==> src/rtl/csc_pkg.sv <==
// Shared types and reset constants for the colour-space converter.
// Assumes coefficients of at most 12 bits with 10 fractional bits.
package csc_pkg;

    localparam int unsigned NUM_COEF = 5;

    // Output packing layout, captured with each pixel.
    typedef enum logic [1:0] {
        PK_555     = 2'd0,
        PK_565     = 2'd1,
        PK_888     = 2'd2,
        PK_888_ALT = 2'd3
    } pack_e;

    // Reset value of coefficient idx (limited-range conversion set).
    function automatic logic [11:0] coef_reset(input int idx);
        case (idx)
            0:       return 12'h4A8;
            1:       return 12'h662;
            2:       return 12'h191;
            3:       return 12'h341;
            default: return 12'h811;
        endcase
    endfunction

endpackage

==> src/rtl/csc_coef_bank.sv <==
// Coefficient register bank.
// Holds NUM coefficients loaded from reset constants and overwritten by an
// indexed write. Indices at or above NUM are ignored.
module csc_coef_bank #(
    parameter int COEF_W = 12,
    parameter int NUM    = 5,
    parameter int IDX_W  = 3
) (
    input  logic                       clk,
    input  logic                       rst_n,
    input  logic                       wr_en,
    input  logic [IDX_W-1:0]           wr_idx,
    input  logic [COEF_W-1:0]          wr_val,
    output logic [NUM-1:0][COEF_W-1:0] coef
);

    // Reset to defaults, otherwise update the addressed entry.
    always_ff @(posedge clk) begin
        for (int i = 0; i < NUM; i++) begin
            if (!rst_n) begin
                coef[i] <= COEF_W'(csc_pkg::coef_reset(i));
            end else if (wr_en && (int'(wr_idx) == i)) begin
                coef[i] <= wr_val;
            end
        end
    end

    AST_SPARE_IDX_IGNORED: assert property (@(posedge clk) disable iff (!rst_n)
        (wr_en && int'(wr_idx) >= NUM) |=> $stable(coef));

    AST_WRITE_LANDS: assert property (@(posedge clk) disable iff (!rst_n)
        (wr_en && int'(wr_idx) < NUM) |=> (coef[$past(wr_idx)] == $past(wr_val)));

endmodule

==> src/rtl/csc_mac_pipe.sv <==
// Offset removal, multiply and accumulate: pipeline stages one and two.
// Stage one registers the five products using the coefficients live on the
// accepting edge. Stage two forms the three signed channel sums.
// Each stage may accept when it is empty or when its successor takes its data.
module csc_mac_pipe #(
    parameter int PIX_W  = 8,
    parameter int COEF_W = 12,
    parameter int NUM    = 5,
    parameter int ACC_W  = 25
) (
    input  logic                       clk,
    input  logic                       rst_n,
    input  logic                       up_valid,
    output logic                       up_ready,
    input  logic [PIX_W-1:0]           y,
    input  logic [PIX_W-1:0]           cb,
    input  logic [PIX_W-1:0]           cr,
    input  csc_pkg::pack_e             fmt,
    input  logic [NUM-1:0][COEF_W-1:0] coef,
    output logic                       dn_valid,
    input  logic                       dn_ready,
    output logic signed [ACC_W-1:0]    sum_r,
    output logic signed [ACC_W-1:0]    sum_g,
    output logic signed [ACC_W-1:0]    sum_b,
    output csc_pkg::pack_e             dn_fmt
);

    localparam int DIFF_W = PIX_W + 1;
    localparam int PROD_W = COEF_W + DIFF_W + 1;
    localparam int Y_OFS  = 2 ** (PIX_W - 4);
    localparam int C_OFS  = 2 ** (PIX_W - 1);

    // Signed product of an unsigned coefficient and a signed difference.
    function automatic logic signed [PROD_W-1:0] mul(
        input logic [COEF_W-1:0]        c,
        input logic signed [DIFF_W-1:0] d
    );
        logic signed [PROD_W-1:0] cs;
        logic signed [PROD_W-1:0] ds;
        cs = signed'(PROD_W'({1'b0, c}));
        ds = PROD_W'(d);
        return cs * ds;
    endfunction

    logic signed [DIFF_W-1:0] y_d, cb_d, cr_d;
    logic                     v1, v2, rdy1, rdy2;
    logic signed [PROD_W-1:0] m_y, m_rv, m_gu, m_gv, m_bu;
    csc_pkg::pack_e           f1;

    // Remove black level from luma and mid-scale from chroma.
    always_comb begin
        y_d  = signed'({1'b0, y})  - signed'(DIFF_W'(Y_OFS));
        cb_d = signed'({1'b0, cb}) - signed'(DIFF_W'(C_OFS));
        cr_d = signed'({1'b0, cr}) - signed'(DIFF_W'(C_OFS));
    end

    assign rdy2     = !v2 || dn_ready;
    assign rdy1     = !v1 || rdy2;
    assign up_ready = rdy1;
    assign dn_valid = v2;

    // Stage one occupancy.
    always_ff @(posedge clk) begin
        if (!rst_n)    v1 <= 1'b0;
        else if (rdy1) v1 <= up_valid;
    end

    // Stage one products, formed with the coefficients of the accepting edge.
    always_ff @(posedge clk) begin
        if (rdy1 && up_valid) begin
            m_y  <= mul(coef[0], y_d);
            m_rv <= mul(coef[1], cr_d);
            m_gu <= mul(coef[2], cb_d);
            m_gv <= mul(coef[3], cr_d);
            m_bu <= mul(coef[4], cb_d);
            f1   <= fmt;
        end
    end

    // Stage two occupancy.
    always_ff @(posedge clk) begin
        if (!rst_n)    v2 <= 1'b0;
        else if (rdy2) v2 <= v1;
    end

    // Stage two channel sums; the green chroma terms are subtracted.
    always_ff @(posedge clk) begin
        if (rdy2 && v1) begin
            sum_r  <= ACC_W'(m_y) + ACC_W'(m_rv);
            sum_g  <= ACC_W'(m_y) - ACC_W'(m_gu) - ACC_W'(m_gv);
            sum_b  <= ACC_W'(m_y) + ACC_W'(m_bu);
            dn_fmt <= f1;
        end
    end

    AST_MID_HOLD: assert property (@(posedge clk) disable iff (!rst_n)
        (v2 && !dn_ready) |=> (v2 && $stable(sum_r) && $stable(sum_g) && $stable(sum_b)));

endmodule

==> src/rtl/csc_round_pack.sv <==
// Round, saturate and pack: pipeline stage three.
// Adds half an LSB, shifts out FRAC bits, saturates each channel to PIX_W
// bits and packs the channels in the layout carried with the pixel.
// Assumes 3*PIX_W >= 16 so that the narrow layouts fit.
module csc_round_pack #(
    parameter int PIX_W = 8,
    parameter int ACC_W = 25,
    parameter int FRAC  = 10
) (
    input  logic                     clk,
    input  logic                     rst_n,
    input  logic                     up_valid,
    output logic                     up_ready,
    input  logic signed [ACC_W-1:0]  sum_r,
    input  logic signed [ACC_W-1:0]  sum_g,
    input  logic signed [ACC_W-1:0]  sum_b,
    input  csc_pkg::pack_e           fmt,
    output logic                     dn_valid,
    input  logic                     dn_ready,
    output logic [3*PIX_W-1:0]       rgb
);

    localparam int RGB_W = 3 * PIX_W;
    localparam int HALF  = 2 ** (FRAC - 1);
    localparam int MAXV  = 2 ** PIX_W - 1;

    logic signed [ACC_W-1:0]    sums [3];
    logic [2:0][PIX_W-1:0]      chan;
    logic [RGB_W-1:0]           packed_w;
    logic                       v3, rdy3;

    assign sums[0] = sum_r;
    assign sums[1] = sum_g;
    assign sums[2] = sum_b;

    // Saturate a rounded value to the channel range.
    function automatic logic [PIX_W-1:0] sat(input logic signed [ACC_W-1:0] v);
        if (v < 0)                               return '0;
        else if (v > signed'(ACC_W'(MAXV)))      return '1;
        else                                     return v[PIX_W-1:0];
    endfunction

    for (genvar ch = 0; ch < 3; ch++) begin : g_chan
        logic signed [ACC_W-1:0] rnd;
        assign rnd                 = (sums[ch] + signed'(ACC_W'(HALF))) >>> FRAC;
        assign chan[2-ch]          = sat(rnd);
    end

    // Select the packing layout for this pixel; red is most significant.
    always_comb begin
        case (fmt)
            csc_pkg::PK_555: packed_w = RGB_W'({chan[2][PIX_W-1 -: 5],
                                                chan[1][PIX_W-1 -: 5],
                                                chan[0][PIX_W-1 -: 5]});
            csc_pkg::PK_565: packed_w = RGB_W'({chan[2][PIX_W-1 -: 5],
                                                chan[1][PIX_W-1 -: 6],
                                                chan[0][PIX_W-1 -: 5]});
            default:         packed_w = {chan[2], chan[1], chan[0]};
        endcase
    end

    assign rdy3     = !v3 || dn_ready;
    assign up_ready = rdy3;
    assign dn_valid = v3;

    // Output stage occupancy.
    always_ff @(posedge clk) begin
        if (!rst_n)    v3 <= 1'b0;
        else if (rdy3) v3 <= up_valid;
    end

    // Output register, loaded only when the stage moves.
    always_ff @(posedge clk) begin
        if (rdy3 && up_valid) rgb <= packed_w;
    end

endmodule

==> src/rtl/ycbcr_rgb_conv.sv <==
// YCbCr to RGB converter top level.
// Connects the coefficient bank, the multiply/accumulate stages and the
// round/pack stage. Input triplets are assumed already aligned; the output
// layout code travels with each pixel.
module ycbcr_rgb_conv #(
    parameter int PIX_W  = 8,
    parameter int COEF_W = 12,
    parameter int FRAC   = 10,
    parameter int IDX_W  = 3
) (
    input  logic                 clk,
    input  logic                 rst_n,
    input  logic                 cfg_we,
    input  logic [IDX_W-1:0]     cfg_idx,
    input  logic [COEF_W-1:0]    cfg_data,
    input  logic [1:0]           fmt_sel,
    input  logic                 in_valid,
    output logic                 in_ready,
    input  logic [PIX_W-1:0]     in_y,
    input  logic [PIX_W-1:0]     in_cb,
    input  logic [PIX_W-1:0]     in_cr,
    output logic                 out_valid,
    input  logic                 out_ready,
    output logic [3*PIX_W-1:0]   out_rgb
);

    localparam int NUM   = csc_pkg::NUM_COEF;
    localparam int ACC_W = COEF_W + PIX_W + 4;

    logic [NUM-1:0][COEF_W-1:0] coef;
    logic                       mid_valid, mid_ready;
    logic signed [ACC_W-1:0]    s_r, s_g, s_b;
    csc_pkg::pack_e             mid_fmt;

    csc_coef_bank #(.COEF_W(COEF_W), .NUM(NUM), .IDX_W(IDX_W)) u_bank (
        .clk    (clk),
        .rst_n  (rst_n),
        .wr_en  (cfg_we),
        .wr_idx (cfg_idx),
        .wr_val (cfg_data),
        .coef   (coef)
    );

    csc_mac_pipe #(.PIX_W(PIX_W), .COEF_W(COEF_W), .NUM(NUM), .ACC_W(ACC_W)) u_mac (
        .clk      (clk),
        .rst_n    (rst_n),
        .up_valid (in_valid),
        .up_ready (in_ready),
        .y        (in_y),
        .cb       (in_cb),
        .cr       (in_cr),
        .fmt      (csc_pkg::pack_e'(fmt_sel)),
        .coef     (coef),
        .dn_valid (mid_valid),
        .dn_ready (mid_ready),
        .sum_r    (s_r),
        .sum_g    (s_g),
        .sum_b    (s_b),
        .dn_fmt   (mid_fmt)
    );

    csc_round_pack #(.PIX_W(PIX_W), .ACC_W(ACC_W), .FRAC(FRAC)) u_pack (
        .clk      (clk),
        .rst_n    (rst_n),
        .up_valid (mid_valid),
        .up_ready (mid_ready),
        .sum_r    (s_r),
        .sum_g    (s_g),
        .sum_b    (s_b),
        .fmt      (mid_fmt),
        .dn_valid (out_valid),
        .dn_ready (out_ready),
        .rgb      (out_rgb)
    );

    AST_OUT_HOLD: assert property (@(posedge clk) disable iff (!rst_n)
        (out_valid && !out_ready) |=> (out_valid && $stable(out_rgb)));

    AST_READY_ONLY_WHEN_FULL: assert property (@(posedge clk) disable iff (!rst_n)
        !in_ready |-> (out_valid && !out_ready && mid_valid));

endmodule

==> config.mk <==
export PLATFORM = sky130hd
export DESIGN_NAME = ycbcr_rgb_conv
export DESIGN_NICKNAME = d
export VERILOG_FILES = /design/src/rtl/csc_pkg.sv /design/src/rtl/csc_coef_bank.sv /design/src/rtl/csc_mac_pipe.sv /design/src/rtl/csc_round_pack.sv /design/src/rtl/ycbcr_rgb_conv.sv
export SDC_FILE = /design/constraint.sdc
export NUM_CORES = 2
export LEC_CHECK = 0
export BUFFER_PORTS_ARGS = -buffer_cell sky130_fd_sc_hd__buf_4
export CAP_MARGIN = 20
export CELL_PAD_IN_SITES_DETAIL_PLACEMENT = 0
export CELL_PAD_IN_SITES_GLOBAL_PLACEMENT = 1
export CORE_MARGIN = 4
export CORE_UTILIZATION = 44
export DETAILED_ROUTE_END_ITERATION = 8
export PLACE_DENSITY_LB_ADDON = 0.08
export SLEW_MARGIN = 20
export SYNTH_ARGS = -nofsm -noshare
export SYNTH_HDL_FRONTEND = slang
export SYNTH_SLANG_ARGS = --single-unit
==> constraint.sdc <==
create_clock -name clk -period 8.2 [get_ports clk]
set_clock_uncertainty 0.1 [all_clocks]
set_input_delay 0.41 -clock clk [delete_from_list [all_inputs] [get_ports clk]]
set_output_delay 0.41 -clock clk [all_outputs]
set_load 0.03 [all_outputs]
==> metrics.txt <==
share of cells above drive strength 1=5.98%; final setup vio count=0; ys async rst share=0%; Tot GR Track Use=20.5%; CTS clk-pin slew, worst paths=0.06 ns; vias in the first global route=21230; Final Hold Viols=0; P_leak=0.0150 uW; unrepaired setup endpoints after global routing=no; Slew @ Worst Pin=1.05 ns; area grow syn2layout=8.19%; Seq pwr share=27.0%; pwr/cell area=about 250 mW/mm^2; Yosys Warn Count=0; Post-layout nets=between 3000 and 4000; clock sinks=244; worst hold slack=0.0749 ns; net switching power=3360 uW; Post-CTS Setup Bufs=0; syn_area_per_cell=9.59 um^2; status=complete, no violations; I/O Pins=72; internal cell power=4710 uW; Synth top cells by count=inv_1 (496), nand2_1 (438), fa_1 (376); cts bufs inserted=31; GR Overflow Total=0; first-pass GRT wire length=115000 um; Switching Share=a little over two fifths; f_max=168 MHz; total die area=0.0709 mm^2; Hold Crit Class=in2reg; Distinct cells, synth=between 60 and 70; input/output buffers=between 70 and 80; Yosys top cell area share=25.6%; TNS Setup=0 ns; net count after synthesis=about 3900; kind of cell adding the most delay to the critical path=adder cells; Synth Flop Type=edfxtp_1; Mapped Cells=3061; insertion delay to the later sink of the worst-skew pair=0.61 ns; Clk pwr share=18.4%; post-route cell area=0.0318 mm^2; required time worst endpoint=8.46 ns; worst path bufs/invs=5; Fill cells=6181; Max Fanout on Critical Path=12; Tcrit/Tclk final=72.5%; GPL Wtd Cong=around 0.83; Post-synth EDFFs=181; overall die height=266 um; Die Wd=between 200 and 300 um; Avg WL per Cell=18.1 um; final slew viol count=0; path type of the worst setup path=in2reg; largest buffer count on any clock path=3; Critical-path top delay cell=xor2_1; via count=20361; worst path cell trace=buf_4 > inv_1 > ha_1 > xor2_1 > nand2_1 > fa_1 > fa_1 > inv_1 > fa_1 > inv_1 > fa_1 > fa_1 > inv_1 > ha_1 > nor2b_1 > o21a_1 > o41ai_2 > o31ai_1 > o41a_1 > xor2_1; antenna violations before repair=2; DP Wirelength=between 50000 and 60000 um; Setup crit end kind=flop; Max-cap violations=0; Cell Area, Placed=0.0306 mm^2; Max stage delay on crit path=0.65 ns; FF+latch area=0.00670 mm^2; Synth Cell Area=roughly 0.03 mm^2; Root Buffer Master=clkbuf_16; largest net degree at the start of global routing=78; synthesized flop and latch total=about 240; number of DRC violations after detailed-routing iteration 0=1014; Initial Utilization=between 40% and 50%; drt first pass iters=5; Synth area leaders=fa_1 (26%), edfxtp_1 (19%), ha_1 (16%), inv_1 (6.3%), nand2_1 (5.6%); relative slew slack=29.9%; drt drc=0; Routed Antenna Nets=0; Max VDD drop=between 200 and 250 uV; CTS tree=done; area occupied by multi-input gates=between 0.02 and 0.025 mm^2; kind of start point of the critical path=input pin; Tmin final=5.94 ns; WP data arrival=~6.2 ns; Comb power frac=54.6%; vias per cell=about 5.2; row count=94; core box area=0.0660 mm^2; area leader, netlist=fa_1; most frequent cell after synthesis=inv_1; final core occ=between 40% and 50%; htree depth=1; routed wire length=71500 um; share of the yosys chip area belonging to registers=between 20% and 30%; Critical Path Most Common Cell=fa_1
cells in the final DEF, fill, tap and decap left out, drive strengths merged, types with 43 or more instances in the layout:
master / Yosys / final
inv: 496 / 499
nor2: 105 / 105
or2: 43 / 43
a21oi: 80 / 80
nand3: 54 / 54
xnor2: 96 / 96
dfxtp: 63 / 63
nand2: 438 / 438
fa: 376 / 376
a21boi: 46 / 46
nor2b: 45 / 45
buf: 5 / 76
and2: 205 / 205
ha: 374 / 374
edfxtp: 181 / 181
o21ai: 49 / 49
layout make-up:
class                      instances  share of cell area, %
clock inverter                    23                   1.02
multi-input combinational       2200                   64.2
antenna                            4                 0.0315
timing repair buffer              79                   1.89
inverter                         498                   5.88
sequential                       244                   21.1
clock buffer                      35                   2.52
tap                              864                   3.40
final timing paths:
path                                 from  cells past startpoint                           to  slack (ns)
max                               in_y[4]                     20      u_mac.m_y[20]$_DFFE_PP_        2.26
min                           cfg_data[3]                      3  u_bank.coef[3]$_SDFFE_PN1P_        0.07
max reg2reg  u_bank.coef[17]$_SDFFE_PN1P_                     19     u_mac.m_rv[21]$_DFFE_PP_        2.32
min reg2reg         u_mac.f1[1]$_DFFE_PP_                      0    u_mac.dn_fmt[1]$_DFFE_PP_        0.32
cells by family after synthesis:
family          Yosys count  share of synthesized area [%]
flops                   244                           22.8
xor+xnor                138                           4.12
fa+ha+maj               750                           41.6
compound gates          300                           6.84
mux                      12                          0.435
buf+inv                 617                           7.89
simple gates           1000                           16.3
registers in the layout, summed over array words and instances, names as in the netlist, 15 cells and up:
signal and flops:
u_bank.coef 60, u_mac.m_bu 22, u_mac.m_gu 22, u_mac.m_gv 22, u_mac.m_rv 22, u_mac.m_y 22
u_mac.sum_g 15, u_pack.rgb 24
tightest hold or removal path, delay by kind of cell:
| family | cells | cell delay, ns |
|---|---|---|
| buffers and inverters | 1 | 0.18 |
| AND/OR/NAND/NOR | 2 | 0.14 |
metrics by stage:
step | total power, uW | worst slack (ns) | instances
CTS | 8160 | 2.24 | 3943
floorplan | 5410 | 1.03 | 3061
global route | 8840 | 1.84 | 3943
finish | 8070 | 2.26 | 3947
global placement | 6550 | 1.85 | 3882
detailed placement | 6610 | 1.59 | 3882
power by group through the flow:
stage / Sequential, uW / Combinational [uW] / Clock (uW)
after CTS: 2190 / 4450 / 1530
after floorplan: 2040 / 3370 / 0
final: 2180 / 4400 / 1490
after global placement: 2210 / 4350 / 0
after global routing: 2210 / 5060 / 1580
after detailed placement: 2210 / 4410 / 0
what timing repair did:
action,4_1_cts,5_1_grt
hold buffers,3,0
gates resized for setup,0,0
endpoints found under the hold margin,3,0
metal layers:
layer	wire length [um]	GRT usage, %	vias up
met4	1490	3.94	0
li1	-	-	9773
met3	3400	3.23	79
met2	33500	34.4	349
met5	0	0	-
met1	33100	28.5	10160
No activity file was read; power rests on OpenSTA's default activity.
